--- src/rtl/hs_store_pkg.sv ---
package hs_store_pkg;

    localparam int unsigned INSTR_W_DEF = 16;
    localparam int unsigned IDX_W_DEF   = 5;
    localparam int unsigned OFS_W_DEF   = 11;

    // store opcode occupies the bits above the select bit and the index
    localparam logic [9:0] STORE_OPC_DEF = 10'b0101101110;
    // prefix opcode occupies the bits above the offset field
    localparam logic [4:0] PFX_OPC_DEF   = 5'b10011;

    typedef enum logic [1:0] {
        OPK_OTHER  = 2'd0,
        OPK_STORE  = 2'd1,
        OPK_PREFIX = 2'd2
    } op_kind_e;

endpackage

--- src/rtl/hs_decode.sv ---
module hs_decode
    import hs_store_pkg::*;
#(
    parameter int unsigned INSTR_W = INSTR_W_DEF,
    parameter int unsigned IDX_W   = IDX_W_DEF,
    parameter int unsigned OFS_W   = OFS_W_DEF,
    localparam int unsigned SOP_W  = INSTR_W - 1 - IDX_W,
    localparam int unsigned POP_W  = INSTR_W - OFS_W,
    parameter logic [SOP_W-1:0] STORE_OPC = STORE_OPC_DEF,
    parameter logic [POP_W-1:0] PFX_OPC   = PFX_OPC_DEF
) (
    input  logic               valid_i,
    input  logic [INSTR_W-1:0] instr_i,
    output op_kind_e           kind_o,
    output logic               half_sel_o,
    output logic [IDX_W-1:0]   idx_o,
    output logic [OFS_W-1:0]   ofs_o
);

    always_comb begin
        kind_o     = OPK_OTHER;
        half_sel_o = instr_i[IDX_W];
        idx_o      = instr_i[IDX_W-1:0];
        ofs_o      = instr_i[OFS_W-1:0];
        if (valid_i) begin
            if (instr_i[INSTR_W-1 -: SOP_W] == STORE_OPC) begin
                kind_o = OPK_STORE;
            end else if (instr_i[INSTR_W-1 -: POP_W] == PFX_OPC) begin
                kind_o = OPK_PREFIX;
            end
        end
    end

endmodule

--- src/rtl/hs_pfx_reg.sv ---
module hs_pfx_reg
    import hs_store_pkg::*;
#(
    parameter int unsigned OFS_W = OFS_W_DEF
) (
    input  logic             clk,
    input  logic             rst_n,
    input  logic             valid_i,
    input  op_kind_e         kind_i,
    input  logic [OFS_W-1:0] ofs_i,
    output logic             pend_o,
    output logic [OFS_W-1:0] ofs_o
);

    typedef struct packed {
        logic             pend;
        logic [OFS_W-1:0] ofs;
    } pfx_state_t;

    pfx_state_t st_d, st_q;

    always_comb begin
        st_d = st_q;
        if (valid_i) begin
            if (kind_i == OPK_PREFIX) begin
                st_d.pend = 1'b1;
                st_d.ofs  = ofs_i;
            end else begin
                st_d.pend = 1'b0;
            end
        end
    end

    always_ff @(posedge clk or negedge rst_n) begin
        if (!rst_n) begin
            st_q <= '0;
        end else begin
            st_q <= st_d;
        end
    end

    assign pend_o = st_q.pend;
    assign ofs_o  = st_q.ofs;

    AST_PFX_DROPPED: assert property (@(posedge clk) disable iff (!rst_n)
        (valid_i && kind_i != OPK_PREFIX) |=> !pend_o);
    AST_PFX_IDLE_HOLD: assert property (@(posedge clk) disable iff (!rst_n)
        !valid_i |=> ($stable(pend_o) && $stable(ofs_o)));
    AST_PFX_LOADED: assert property (@(posedge clk) disable iff (!rst_n)
        (kind_i == OPK_PREFIX) |=> (pend_o && ofs_o == $past(ofs_i)));

endmodule

--- src/rtl/hs_addr_gen.sv ---
module hs_addr_gen #(
    parameter int unsigned ADDR_W = 32,
    parameter int unsigned OFS_W  = 11,
    parameter int unsigned ALN_W  = 2
) (
    input  logic [ADDR_W-1:0] base_i,
    input  logic              pend_i,
    input  logic [OFS_W-1:0]  ofs_i,
    output logic [ADDR_W-1:0] addr_o
);

    localparam int unsigned EXT_W = ADDR_W - OFS_W - ALN_W;

    logic [ADDR_W-1:0] disp;
    logic [ADDR_W-1:0] sum;

    always_comb begin
        if (pend_i) begin
            disp = {{EXT_W{ofs_i[OFS_W-1]}}, ofs_i, {ALN_W{1'b0}}};
        end else begin
            disp = '0;
        end
        sum    = base_i + disp;
        addr_o = {sum[ADDR_W-1:ALN_W], {ALN_W{1'b0}}};
    end

    AST_ADDR_ALIGNED: assert final (addr_o[ALN_W-1:0] == '0);

endmodule

--- src/rtl/hs_lane_sel.sv ---
module hs_lane_sel #(
    parameter int unsigned DATA_W = 32
) (
    input  logic                clk,
    input  logic                rst_n,
    input  logic                wr_i,
    input  logic                half_sel_i,
    input  logic [DATA_W-1:0]   src_i,
    output logic [DATA_W/8-1:0] be_o,
    output logic [DATA_W-1:0]   data_o
);

    localparam int unsigned HALF_W = DATA_W / 2;
    localparam int unsigned BE_W   = DATA_W / 8;
    localparam int unsigned BPH    = BE_W / 2;

    for (genvar h = 0; h < 2; h++) begin : g_half
        logic hit;
        assign hit = (half_sel_i == 1'(h));
        assign be_o[h*BPH +: BPH]      = {BPH{wr_i & hit}};
        assign data_o[h*HALF_W +: HALF_W] = (wr_i & hit) ? src_i[h*HALF_W +: HALF_W] : '0;
    end

    for (genvar b = 0; b < BE_W; b++) begin : g_byte_chk
        AST_DEAD_LANE_ZERO: assert property (@(posedge clk) disable iff (!rst_n)
            !be_o[b] |-> (data_o[b*8 +: 8] == 8'h00));
    end

    AST_HALF_ONLY: assert property (@(posedge clk) disable iff (!rst_n)
        wr_i |-> ($countones(be_o) == BPH*1 + BPH*0 + 0 + (BE_W/2 - BPH)));
    AST_BE_IDLE: assert property (@(posedge clk) disable iff (!rst_n)
        !wr_i |-> (be_o == '0));

endmodule

--- src/rtl/hs_store_unit.sv ---
module hs_store_unit
    import hs_store_pkg::*;
#(
    parameter int unsigned INSTR_W = INSTR_W_DEF,
    parameter int unsigned IDX_W   = IDX_W_DEF,
    parameter int unsigned OFS_W   = OFS_W_DEF,
    parameter int unsigned ADDR_W  = 32,
    parameter int unsigned DATA_W  = 32
) (
    input  logic                clk,
    input  logic                rst_n,
    input  logic                instr_valid_i,
    input  logic [INSTR_W-1:0]  instr_i,
    input  logic [ADDR_W-1:0]   base_i,
    input  logic [DATA_W-1:0]   r0_i,
    output logic [IDX_W-1:0]    base_idx_o,
    output logic                wr_o,
    output logic [ADDR_W-1:0]   addr_o,
    output logic [DATA_W/8-1:0] be_o,
    output logic [DATA_W-1:0]   wdata_o
);

    localparam int unsigned ALN_W = $clog2(DATA_W / 8);

    op_kind_e         kind;
    logic             half_sel;
    logic [OFS_W-1:0] ofs_field;
    logic             pend;
    logic [OFS_W-1:0] ofs_held;

    hs_decode #(
        .INSTR_W (INSTR_W),
        .IDX_W   (IDX_W),
        .OFS_W   (OFS_W)
    ) u_decode (
        .valid_i    (instr_valid_i),
        .instr_i    (instr_i),
        .kind_o     (kind),
        .half_sel_o (half_sel),
        .idx_o      (base_idx_o),
        .ofs_o      (ofs_field)
    );

    hs_pfx_reg #(
        .OFS_W (OFS_W)
    ) u_pfx (
        .clk     (clk),
        .rst_n   (rst_n),
        .valid_i (instr_valid_i),
        .kind_i  (kind),
        .ofs_i   (ofs_field),
        .pend_o  (pend),
        .ofs_o   (ofs_held)
    );

    hs_addr_gen #(
        .ADDR_W (ADDR_W),
        .OFS_W  (OFS_W),
        .ALN_W  (ALN_W)
    ) u_addr (
        .base_i (base_i),
        .pend_i (pend),
        .ofs_i  (ofs_held),
        .addr_o (addr_o)
    );

    assign wr_o = (kind == OPK_STORE);

    hs_lane_sel #(
        .DATA_W (DATA_W)
    ) u_lane (
        .clk        (clk),
        .rst_n      (rst_n),
        .wr_i       (wr_o),
        .half_sel_i (half_sel),
        .src_i      (r0_i),
        .be_o       (be_o),
        .data_o     (wdata_o)
    );

    AST_NO_WR_WHEN_IDLE: assert property (@(posedge clk) disable iff (!rst_n)
        !instr_valid_i |-> !wr_o);
    AST_IDX_FOLLOWS: assert property (@(posedge clk) disable iff (!rst_n)
        base_idx_o == instr_i[IDX_W-1:0]);
    AST_NOPFX_BASE: assert property (@(posedge clk) disable iff (!rst_n)
        (wr_o && !$past(instr_valid_i && kind == OPK_PREFIX) && !pend)
        |-> (addr_o[ADDR_W-1:ALN_W] == base_i[ADDR_W-1:ALN_W]));

endmodule

--- config.mk ---
export PLATFORM = sky130hd
export DESIGN_NAME = hs_store_unit
export DESIGN_NICKNAME = d
export VERILOG_FILES = /design/src/rtl/hs_store_pkg.sv /design/src/rtl/hs_decode.sv /design/src/rtl/hs_pfx_reg.sv /design/src/rtl/hs_addr_gen.sv /design/src/rtl/hs_lane_sel.sv /design/src/rtl/hs_store_unit.sv
export SDC_FILE = /design/constraint.sdc
export NUM_CORES = 1
export LEC_CHECK = 0
export ABC_AREA = 1
export BUFFER_PORTS_ARGS = -buffer_cell sky130_fd_sc_hd__buf_2
export CAP_MARGIN = 5
export CORE_UTILIZATION = 42
export DETAILED_ROUTE_END_ITERATION = 12
export HOLD_SLACK_MARGIN = 0.12
export PLACE_DENSITY = 0.76
export SKIP_CTS_REPAIR_TIMING = 1
export SYNTH_ARGS = -nofsm -noshare
export SYNTH_HDL_FRONTEND = slang
export SYNTH_SLANG_ARGS = --single-unit
export TNS_END_PERCENT = 100
--- constraint.sdc ---
create_clock -name clk -period 3.58 [get_ports clk]
set_input_delay 0.716 -clock clk [delete_from_list [all_inputs] [get_ports clk]]
set_output_delay 0.716 -clock clk [all_outputs]
set_load 0.01 [all_outputs]
# == Yosys cells after proc, flatten, opt, wreduce, memory -nomap -nowiden ==
# Cells that the tools add are included.
# op_classes
addsub,1
eq_ne,4
mux,7
bitwise_logic,3
reduce_logical,1
# ops
cell,n
$add 32x32->32,1
$mux 16,2
$mux 32,1
$eq 10x9->1 const B,1
$mux 2,3
$eq 5x5->1 const B,1
$and 1x1->1,2
$eq 2x1->1 const B,1
$eq 2x2->1 const B,1
$reduce_and 2->1,1
$mux 1,1
$not 1->1,1
# totals
reg_bits,12
elab_cells,18

# == Logic depth before layout (Yosys ltp) ==
# Gate-level depths: netlist of the first run.
# logic_depth
word_depth,7
depth_mapped,19
ltp_nobuf,16

# == By module ==
# Synthesis of the first run repeated with hierarchy kept, for this count alone.
# hier_totals
hier_cells,648
area_unflattened_um2,3310.7
# modules_own_cells
mod,n_inst,cells_each,area_each_um2
hs_addr_gen,1,487,2302.2
hs_pfx_reg,1,53,503.0
hs_lane_sel,1,73,301.5
hs_decode,1,33,193.9
hs_store_unit,1,2,10.0

# == Least setup slack after synthesis of the first run ==
# OpenSTA, ideal clock, no wires.
# synth_timing
kind,flip-flop to output port
from,reg u_pfx.st_q (netlist bit u_pfx.pend_o)
to,out addr_o[22]
arrival_ns,2.515
setup_slack_ns,0.349
path_stages_with_launch,19
n_path_buf,3
path_cell_list,dfrtp_1 buf_6 buf_4 clkbuf_1 nand2_1 inv_1 ha_1 inv_1 fa_1 inv_1 nand3_1 nand3_1 nand2_1 nand2_1 nand2_1 nand2_2 nand2_1 nand2_1 xor2_1
# synth_between
elab_chain_cells,2
# synth_rtl
element,line_no,source
"start, declared",hs_pfx_reg.sv:20,"pfx_state_t st_d, st_q;"
"start signal, assigned",hs_pfx_reg.sv:38,st_q <= st_d;
$mux 32,hs_addr_gen.sv:18,if (pend_i) begin
$add 32x32->32,hs_addr_gen.sv:23,sum = base_i + disp;
"end, declared",hs_store_unit.sv:18,"output logic [ADDR_W-1:0] addr_o,"
# Every way passes these cells.

# == Final worst setup path of the first run ==
# Same ends and word-level chain as after synthesis.

==> impl_metrics.py, run 1 <==
metrics = {
    "run_status": {
        "status": "finished clean",
    },
    "place": {
        "place_area_um2": 3920,
        "place.gp.congestion": 0.937,
        "post-place-ws_ns": 0.225,
        "port_buffers": 152,
        "dp_hpwl_um": 8510,
        "dp.cells": 841,
    },
    "power": {
        "peakVddDrop_v": 0.000194,
        "total_power_uw": 568,
        "p_sw_share_pct": 39.5,
        "p_switching_uw": 224,
        "power_density_nw_per_um2": 143,
        "p_int_uw": 344,
        "p_leak_nw": 2.79,
        "p_seq_share_pct": 31.6,
        "clock_power_share_pct": 20.8,
        "comb_power_share_pct": 47.7,
    },
    "clocking": {
        "cts.sinks": 12,
        "clock_latency_ns": 0.24,
        "cts_inserted_buffers": 3,
        "cts-root-buf": "clkbuf_8",
        "clk_pin_slew_ns": 0.05,
        "h-tree-depth": 1,
        "cts_tree": "built",
        "cts_buffer_depth": 2,
    },
    "timing": {
        "rsz0062_at_grt": "no",
        "setup_violations": 0,
        "finalHoldViolations": 0,
        "fin_setup_tns_ns": 0,
        "timing.fmax_mhz": 295,
        "slew_headroom_pct": 64.2,
        "fin_hold_ws_ns": 0.346,
        "maxSlewViolCount": 0,
        "min_period_ns": 3.39,
        "clock_skew_ns": 0,
        "setup_slack_ns": 0.191,
        "worst_slew_pin_slew_ns": 0.536,
        "fin_crit_sh_pct": 94.7,
    },
    "detailed_routing": {
        "wire_per_inst_um": 11.5,
        "routed_via_density": 4.68,
        "drt_iter0_drc": 167,
        "antenna_left": 0,
        "routed-via-count": 3954,
        "drc": 0,
        "drt_wl_total_um": 9720,
        "dr.pass1.iters": 5,
    },
    "floorplan": {
        "start_util_pct": 43.7,
        "fp.dieH_um": 89.1,
        "io_pins": 157,
        "core_area_um2": 7290,
        "dieWidth_um": 89.1,
        "rows": 31,
        "die_area_um2": 7940,
    },
    "logic_synthesis": {
        "yosys.area.top_type": "nand2_1",
        "synth-main-ff-cell": "dfrtp_1",
        "yosys-mux-area-fraction_pct": 2.47,
        "synth_compound_area_share_pct": 4.79,
        "syn_inst": 609,
        "synth.avg_cell_area_um2": 5.23,
        "ys_types": 30,
        "synth_fa_ha_area_share_pct": 4.55,
        "synth-edff-count": 0,
        "ys_seq_elements": 12,
        "synthXorXnorAreaFrac_pct": 5.22,
        "syn_area_um2": 3190,
        "synthTopCellsByArea": "nand2_1 (24%), inv_1 (15%), dfrtp_1 (9.4%)",
        "netlist.area_leader.share_pct": 24.0,
        "seq_area_frac_synth_pct": 9.42,
        "synthSimpleGateAreaFrac_pct": 52.3,
        "synth_top_family_by_area": "simple AND/OR/NAND/NOR gates",
        "yosys_warnings": 0,
        "synthArstFlopShare_pct": 100,
    },
    "worst_setup_path": {
        "worstSetupEndpointType": "output pin",
        "required_ns": 2.86,
        "start_kind": "flop",
        "slowest_stage": "dfrtp_2",
        "r2r_slack_ns": 2.63,
        "regToRegStartpoint": "u_pfx.ofs_o[10]",
        "cpPeakStageDelay_ns": 0.46,
        "arrival_ns": 2.67,
        "worstReg2RegEnd": "u_pfx.ofs_o[10]",
        "critical_path_class": "reg2out",
        "crit_fanout": 11,
        "path_common_cell": "nand2_1",
        "crit_chain": "nand2_1, inv_1, ha_1, inv_1, fa_1, inv_1, nand3_1, nand3_1, nand2_1, nand2_1, nand2_1, nand2_2, nand2_1, nand2_1, xor2_1, buf_2",
        "reg2reg_depth": 1,
    },
    "flow_run": {
        "drv_cap": 0,
    },
    "layout": {
        "final_nets": 841,
        "synthToLayoutAreaGrowth_pct": 24.5,
        "stdcell_area_um2": 3970,
        "mostFrequentLayoutCells": "nand2_1 (204), buf_2 (152), inv_1 (128), nor2_1 (73), nand3_1 (54)",
        "utilization_pct": 54.4,
        "final_common_cell": "nand2_1",
        "final_cells": 844,
        "drive_gt1_share_pct": 27.7,
        "n_antenna_cell": 0,
    },
    "grt": {
        "grt_max_degree": 32,
        "antenna_found_initial": 0,
        "grt-ovfl-total": 0,
        "grt_pass1_wl_um": 14900,
        "grt_pass1_vias": 3394,
        "grt.total_usage_pct": 24.2,
    },
    "worst_hold_path": {
        "hp-class": "in2async",
    },
}
-- power by group through the flow --
stage               Sequential (mW)  Combinational [mW]  Clock (mW)
floorplan                     0.170               0.186           0
global placement              0.181               0.263           0
detailed placement            0.181               0.269           0
CTS                           0.180               0.271       0.121
global route                  0.183               0.302       0.127
finish                        0.179               0.271       0.118
-- cell usage after synthesis (2+ instances only) --
master and number:
nand3_1 54, a41oi_1 3, xor2_1 13, mux2_2 7, nand4_1 5, nor2_2 7
nor2_4 5, nand2_4 9, a21oi_1 11, nand2_2 13, ha_1 10, nor2_1 73
nand2_1 204, clkbuf_1 4, inv_1 128, dfrtp_1 12, nor3_1 4, xnor2_1 6
buf_4 13, o21bai_1 2, buf_6 5, o21ai_0 8, inv_2 6
-- routing by layer --
| metal | part of all wire (%) | GRT usage, % |
|---|---|---|
| met4 | 2.4 | 8.23 |
| met1 | 41 | 28.7 |
| met5 | 0 | 0 |
| met2 | 50 | 45.8 |
| met3 | 6.2 | 1.57 |
-- state kept, by name, indices dropped and copies added (netlist names) --
| register | cells |
|---|---|
| u_pfx.ofs_o | 11 |
| u_pfx.pend_o | 1 |
-- cells by family after synthesis --
| logic type | Yosys count |
|---|---|
| muxes | 7 |
| buffers and inverters | 156 |
| xor gates and xnor gates | 19 |
| adders and majority gates | 11 |
| and+or+nand+nor | 377 |
| other | 1 |
| AOI/OAI and AO/OA | 26 |
| DFF | 12 |
-- critical path: cells and delay by family, from the launching register on --
family | cells | cell delay (ns)
AND/OR/NAND/NOR | 9 | 0.78
flip-flops | 1 | 0.46
buffers and inverters | 4 | 0.40
XOR/XNOR | 1 | 0.17
adder cells (fa/ha/maj) | 2 | 0.63
-- worst max path at each step --
stage	from	cells past startpoint	slack (ns)	to
floorplan	u_pfx.pend_o	18	0.35	addr_o[22]
global placement	base_i[2]	15	0.26	addr_o[22]
detailed placement	base_i[2]	15	0.22	addr_o[22]
CTS	u_pfx.pend_o	16	0.11	addr_o[22]
global route	u_pfx.pend_o	14	0.005	addr_o[23]
finish	u_pfx.pend_o	16	0.19	addr_o[22]
-- cell type report --
class / instances / area (um^2)
multi-input cells: 442 / 2220
inverters: 134 / 503
clock buffers: 3 / 41.3
well taps: 99 / 124
flip-flops and latches: 12 / 302
repair buffers: 154 / 779
fillers: 806 / 3320
No activity file was read; power rests on OpenSTA's default activity.
==> run 2: changes to the inputs <==
--- a/config.mk
+++ b/config.mk
@@ -8,6 +8,7 @@
 export ABC_AREA = 1
 export BUFFER_PORTS_ARGS = -buffer_cell sky130_fd_sc_hd__buf_2
 export CAP_MARGIN = 5
+export CORE_MARGIN = 8
 export CORE_UTILIZATION = 42
 export DETAILED_ROUTE_END_ITERATION = 12
 export HOLD_SLACK_MARGIN = 0.12
==> run 2 against run 1 <==
  * Critical path type is now in2out
  * Clock skew unchanged
  * Hold slack worse by 0.0043 ns
  * Clock power up 25%
  * Via count up 0.33%
  * Register-to-register slack better by 0.08 ns
  * Sequential share of layout area down 0.079 points
  * Final area up 0.63%
  * Die area up 34%
  * Wire length up 12%
==> impl_metrics.py, run 2 (synthesized netlist as in run 1, its figures left out) <==
metrics = {
    "run_status": {
        "status": "finished clean",
    },
    "grt": {
        "grt_pass1_vias": 4047,
        "antenna_found_initial": 0,
        "grt.total_usage_pct": 20.2,
        "grt_max_degree": 32,
        "grt-ovfl-total": 0,
        "grt_pass1_wl_um": 17400,
    },
    "layout": {
        "final_nets": 842,
        "final_common_cell": "nand2_1",
        "mostFrequentLayoutCells": "nand2_1 (204), buf_2 (152), inv_1 (128), nor2_1 (73), nand3_1 (54)",
        "n_antenna_cell": 0,
        "largest_register_ffs": 11,
        "synthToLayoutAreaGrowth_pct": 25.3,
        "drive_gt1_share_pct": 27.7,
        "final_cells": 846,
        "stdcell_area_um2": 3990,
    },
    "timing": {
        "maxSlewViolCount": 0,
        "timing.fmax_mhz": 298,
        "finalHoldViolations": 0,
        "fin_crit_sh_pct": 93.7,
        "setup_slack_ns": 0.227,
        "fin_setup_tns_ns": 0,
        "slew_headroom_pct": 65.3,
        "rsz0062_at_grt": "no",
        "min_period_ns": 3.35,
        "clock_skew_ns": 0,
        "worst_slew_pin_slew_ns": 0.519,
        "setup_violations": 0,
    },
    "worst_setup_path": {
        "arrival_ns": 2.64,
        "crit_fanout": 4,
        "cp-startpoint": "base_i[2]",
        "critical_path_class": "in2out",
        "reg2reg_depth": 1,
        "regToRegStartpoint": "u_pfx.ofs_o[10]",
        "start_kind": "input port",
        "critical_path.endpoint": "addr_o[22]",
        "worstReg2RegEnd": "u_pfx.ofs_o[10]",
        "worstSetupEndpointType": "output pin",
        "r2r_slack_ns": 2.71,
        "required_ns": 2.86,
    },
    "detailed_routing": {
        "top_layer": "met4",
        "wl_met1_um": 4310,
        "wl_met3_um": 796,
        "drt_wl_total_um": 10900,
        "dr.pass1.iters": 4,
        "antenna_left": 0,
        "wire_per_inst_um": 12.8,
        "route.met2.wl_um": 5490,
        "routed-via-count": 3967,
        "drt_iter0_drc": 152,
        "drc": 0,
        "routed_via_density": 4.69,
    },
    "clocking": {
        "h-tree-depth": 1,
        "cts.sinks": 12,
        "cts_tree": "built",
        "cts_inserted_buffers": 3,
        "clk_pin_slew_ns": 0.05,
        "cts_buffer_depth": 2,
        "cts-root-buf": "clkbuf_8",
        "clock_latency_ns": 0.24,
    },
    "floorplan": {
        "rows": 31,
        "fp.dieH_um": 103,
        "die_area_um2": 10600,
        "dieWidth_um": 103,
        "start_util_pct": 43.7,
        "core_area_um2": 7290,
        "io_pins": 157,
    },
    "place": {
        "port_buffers": 152,
        "place.gp.congestion": 0.948,
        "dp_hpwl_um": 9650,
        "place_area_um2": 3930,
        "post-place-ws_ns": 0.229,
        "dp.cells": 842,
    },
    "power": {
        "peakVddDrop_v": 0.000204,
        "power_density_nw_per_um2": 150,
        "p_leak_nw": 2.79,
    },
    "flow_run": {
        "drv_cap": 0,
    },
    "worst_hold_path": {
        "hp-class": "in2async",
    },
}
==> run 2: cell types whose count changed in the layout (fill, tap and decap cells not counted), sizes merged <==
| cell | delta |
|---|---|
| buf | +1 |
| clkbuf | +1 |
==> run 2: worst max-delay path: stages <==
cell     delay (ns)
buf_2          0.08
ha_1           0.21
inv_1          0.07
fa_1           0.41
inv_1          0.12
nand3_1        0.07
nand3_1        0.11
nand2_1        0.07
nand2_1        0.16
nand2_1        0.09
nand2_2        0.10
nand2_1        0.06
nand2_1        0.07
xor2_1         0.16
buf_2          0.16
==> run 2: how the worst min path moves through the flow <==
stage                               from        endpoint  slack [ns]  cells after the start
after global placement    u_pfx.ofs_o[5]  u_pfx.ofs_o[5]        0.47                      2
after detailed placement  u_pfx.ofs_o[8]  u_pfx.ofs_o[8]        0.47                      2
after global routing               rst_n  u_pfx.ofs_o[1]        0.36                      1
final                              rst_n  u_pfx.ofs_o[8]        0.34                      1
after floorplan                    rst_n  u_pfx.ofs_o[0]        0.42                      0
after CTS                          rst_n    u_pfx.pend_o        0.35                      1
==> run 2: metal layers <==
metal / track usage [%] / up-vias
met3: 4.52 / 19
met4: 6.34 / 0
met5: 0 / -
met1: 21.3 / 1727
met2: 38.4 / 135
li1: - / 2086
==> run 2: where the power goes <==
group	leakage (nW)	internal (mW)	switching (mW)
Combinational	2.61	0.111	0.164
Sequential	0.155	0.160	0.0159
Clock	0.0288	0.0971	0.0500
==> run 2: metrics by stage <==
step | utilization (%) | total power, mW | hold WS, ns
CTS | 54.6 | 0.601 | 0.347
global route | 54.8 | 0.646 | 0.356
detailed placement | 53.9 | 0.451 | 0.473
floorplan | - | 0.356 | 0.420
finish | 54.8 | 0.597 | 0.341
global placement | 53.9 | 0.444 | 0.467
==> run 2: final cells by class <==
cell class | count | area, um^2
fillers | 816 | 3300
flip-flops and latches | 12 | 300
multi-input cells | 442 | 2230
well taps | 99 | 124
repair buffers | 155 | 783
inverters | 134 | 503
clock buffers | 4 | 55.1
==> run 3: changes to the inputs <==
--- a/config.mk
+++ b/config.mk
@@ -9,10 +9,12 @@
 export BUFFER_PORTS_ARGS = -buffer_cell sky130_fd_sc_hd__buf_2
 export CAP_MARGIN = 5
 export CORE_MARGIN = 8
-export CORE_UTILIZATION = 42
+export CORE_UTILIZATION = 35
+export CTS_BUF_LIST = sky130_fd_sc_hd__clkbuf_4
 export DETAILED_ROUTE_END_ITERATION = 12
+export GPL_ROUTABILITY_DRIVEN = 0
 export HOLD_SLACK_MARGIN = 0.12
-export PLACE_DENSITY = 0.76
+export PLACE_DENSITY = 0.66
 export SKIP_CTS_REPAIR_TIMING = 1
 export SYNTH_ARGS = -nofsm -noshare
 export SYNTH_HDL_FRONTEND = slang
==> run 3 against run 2 <==
  * Global-route usage shrank 3.1 points
  * Largest cell class unchanged
  * Critical path depth is the same
  * Combinational power is essentially flat
  * Register-to-register slack lost 0.17 ns
  * Final area shrank 0.19%
  * Total power shrank 12%
  * Clock-buffer cell count shrank 1
  * Maximum frequency grew 0.97%
  * Wire length grew 1.2%
  * Largest power group unchanged
==> impl_metrics.py, run 3 (synthesized netlist as in run 1, its figures left out) <==
metrics = {
    "run_status": {
        "status": "finished clean",
    },
    "grt": {
        "grt_pass1_vias": 4121,
        "grt.total_usage_pct": 17.1,
        "antenna_found_initial": 1,
        "grt_pass1_wl_um": 18300,
        "grt_max_degree": 32,
        "grt-ovfl-total": 0,
    },
    "detailed_routing": {
        "antenna_left": 0,
        "wl_met1_um": 4270,
        "routed_via_density": 4.66,
        "routed-via-count": 4006,
        "top_layer": "met5",
        "route.met2.wl_um": 5560,
        "drt_wl_total_um": 11000,
        "wl_met3_um": 894,
        "wire_per_inst_um": 12.8,
        "drc": 0,
        "drt_iter0_drc": 174,
        "dr.pass1.iters": 4,
    },
    "worst_setup_path": {
        "worstSetupEndpointType": "output pin",
        "regToRegStartpoint": "u_pfx.ofs_o[10]",
        "critical_path_class": "in2out",
        "start_kind": "input port",
        "arrival_ns": 2.61,
        "reg2reg_depth": 2,
        "crit_fanout": 4,
        "required_ns": 2.86,
        "worstReg2RegEnd": "u_pfx.ofs_o[10]",
        "r2r_slack_ns": 2.54,
    },
    "timing": {
        "worst_slew_pin_slew_ns": 0.522,
        "timing.fmax_mhz": 301,
        "min_period_ns": 3.32,
        "maxSlewViolCount": 0,
        "setup_slack_ns": 0.259,
        "fin_crit_sh_pct": 92.8,
        "rsz0062_at_grt": "no",
        "finalHoldViolations": 0,
        "slew_headroom_pct": 65.1,
        "clock_skew_ns": 0,
        "fin_setup_tns_ns": 0,
        "fin_hold_ws_ns": 0.309,
        "setup_violations": 0,
    },
    "clocking": {
        "cts.sinks": 12,
        "cts-root-buf": "clkbuf_4",
        "cts_inserted_buffers": 3,
        "clock_latency_ns": 0.26,
        "cts_buffer_depth": 2,
        "cts_tree": "built",
        "h-tree-depth": 1,
        "clk_pin_slew_ns": 0.07,
    },
    "floorplan": {
        "core_area_um2": 9020,
        "start_util_pct": 35.3,
        "fp.dieH_um": 111,
        "die_area_um2": 12400,
        "rows": 35,
        "io_pins": 157,
        "dieWidth_um": 111,
    },
    "worst_hold_path": {
        "hp-class": "in2async",
    },
    "layout": {
        "final_nets": 844,
        "largest_register_ffs": 11,
        "final_common_cell": "nand2_1",
        "fillCellCount": 994,
        "synthToLayoutAreaGrowth_pct": 25.0,
        "n_antenna_cell": 0,
        "mostFrequentLayoutCells": "nand2_1 (204), buf_2 (152), inv_1 (128), nor2_1 (73), nand3_1 (54)",
        "drive_gt1_share_pct": 27.8,
    },
    "place": {
        "dp_hpwl_um": 9820,
        "post-place-ws_ns": 0.266,
        "port_buffers": 152,
    },
    "power": {
        "power_density_nw_per_um2": 133,
        "p_leak_nw": 2.80,
        "p_switching_uw": 218,
        "peakVddDrop_v": 0.000123,
        "comb_power_share_pct": 52.2,
        "clock_power_share_pct": 15.2,
        "p_seq_share_pct": 32.6,
        "p_sw_share_pct": 41.3,
        "p_int_uw": 310,
    },
    "flow_run": {
        "drv_cap": 0,
    },
}
run 3: power groups by stage:
| stage | Combinational (mW) | Sequential (mW) | Clock [mW] |
|---|---|---|---|
| 2_1_floorplan | 0.186 | 0.170 | 0 |
| 3_3_place_gp | 0.272 | 0.174 | 0 |
| 3_5_place_dp | 0.277 | 0.176 | 0 |
| 4_1_cts | 0.279 | 0.173 | 0.0838 |
| 5_1_grt | 0.310 | 0.175 | 0.0885 |
| 6_report | 0.276 | 0.172 | 0.0800 |
run 3: routing by layer:
metal / vias up / global-route usage, %
met5: - / 0
met4: 2 / 5.16
met3: 24 / 4.73
met2: 162 / 33.0
met1: 1730 / 17.2
li1: 2088 / -
run 3: final cells by class:
cell class              instances  area, um^2  area share, %
multi-input cells             442        2220           55.7
repair buffers                157         798           20.0
inverters                     134         503           12.6
flip-flops and latches         12         300           7.54
well taps                     111         139           3.49
clock buffers                   3        22.5          0.565
clock inverters                 1        3.75         0.0942
run 3: worst max-delay path by stage:
| stage | depth (start not counted) | slack [ns] | to | from |
|---|---|---|---|---|
| after floorplan | 18 | 0.35 | addr_o[22] | u_pfx.pend_o |
| after global placement | 15 | 0.32 | addr_o[26] | base_i[2] |
| after detailed placement | 15 | 0.27 | addr_o[26] | base_i[2] |
| after CTS | 15 | 0.26 | addr_o[26] | base_i[2] |
| after global routing | 14 | 0.01 | addr_o[29] | u_pfx.pend_o |
| final | 15 | 0.26 | addr_o[26] | base_i[2] |
run 3: per-stage QoR:
step | total power [mW] | area [um^2] | std cells | utilization [%]
2_1_floorplan | 0.356 | 3190 | 610 | -
3_3_place_gp | 0.446 | 3960 | 856 | 43.9
3_5_place_dp | 0.453 | 3960 | 856 | 43.9
4_1_cts | 0.535 | 3990 | 860 | 44.2
5_1_grt | 0.573 | 3990 | 860 | 44.2
6_report | 0.528 | 3990 | 860 | 44.2
run 3: worst max-delay path: stages:
cell	delay [ns]
buf_2	0.08
ha_1	0.22
inv_1	0.07
fa_1	0.41
inv_1	0.12
nand3_1	0.08
nand3_1	0.12
nand2_1	0.06
nand2_1	0.12
buf_4	0.15
nand3_1	0.12
nand3_1	0.11
nand2_1	0.05
nand2_1	0.06
buf_2	0.12
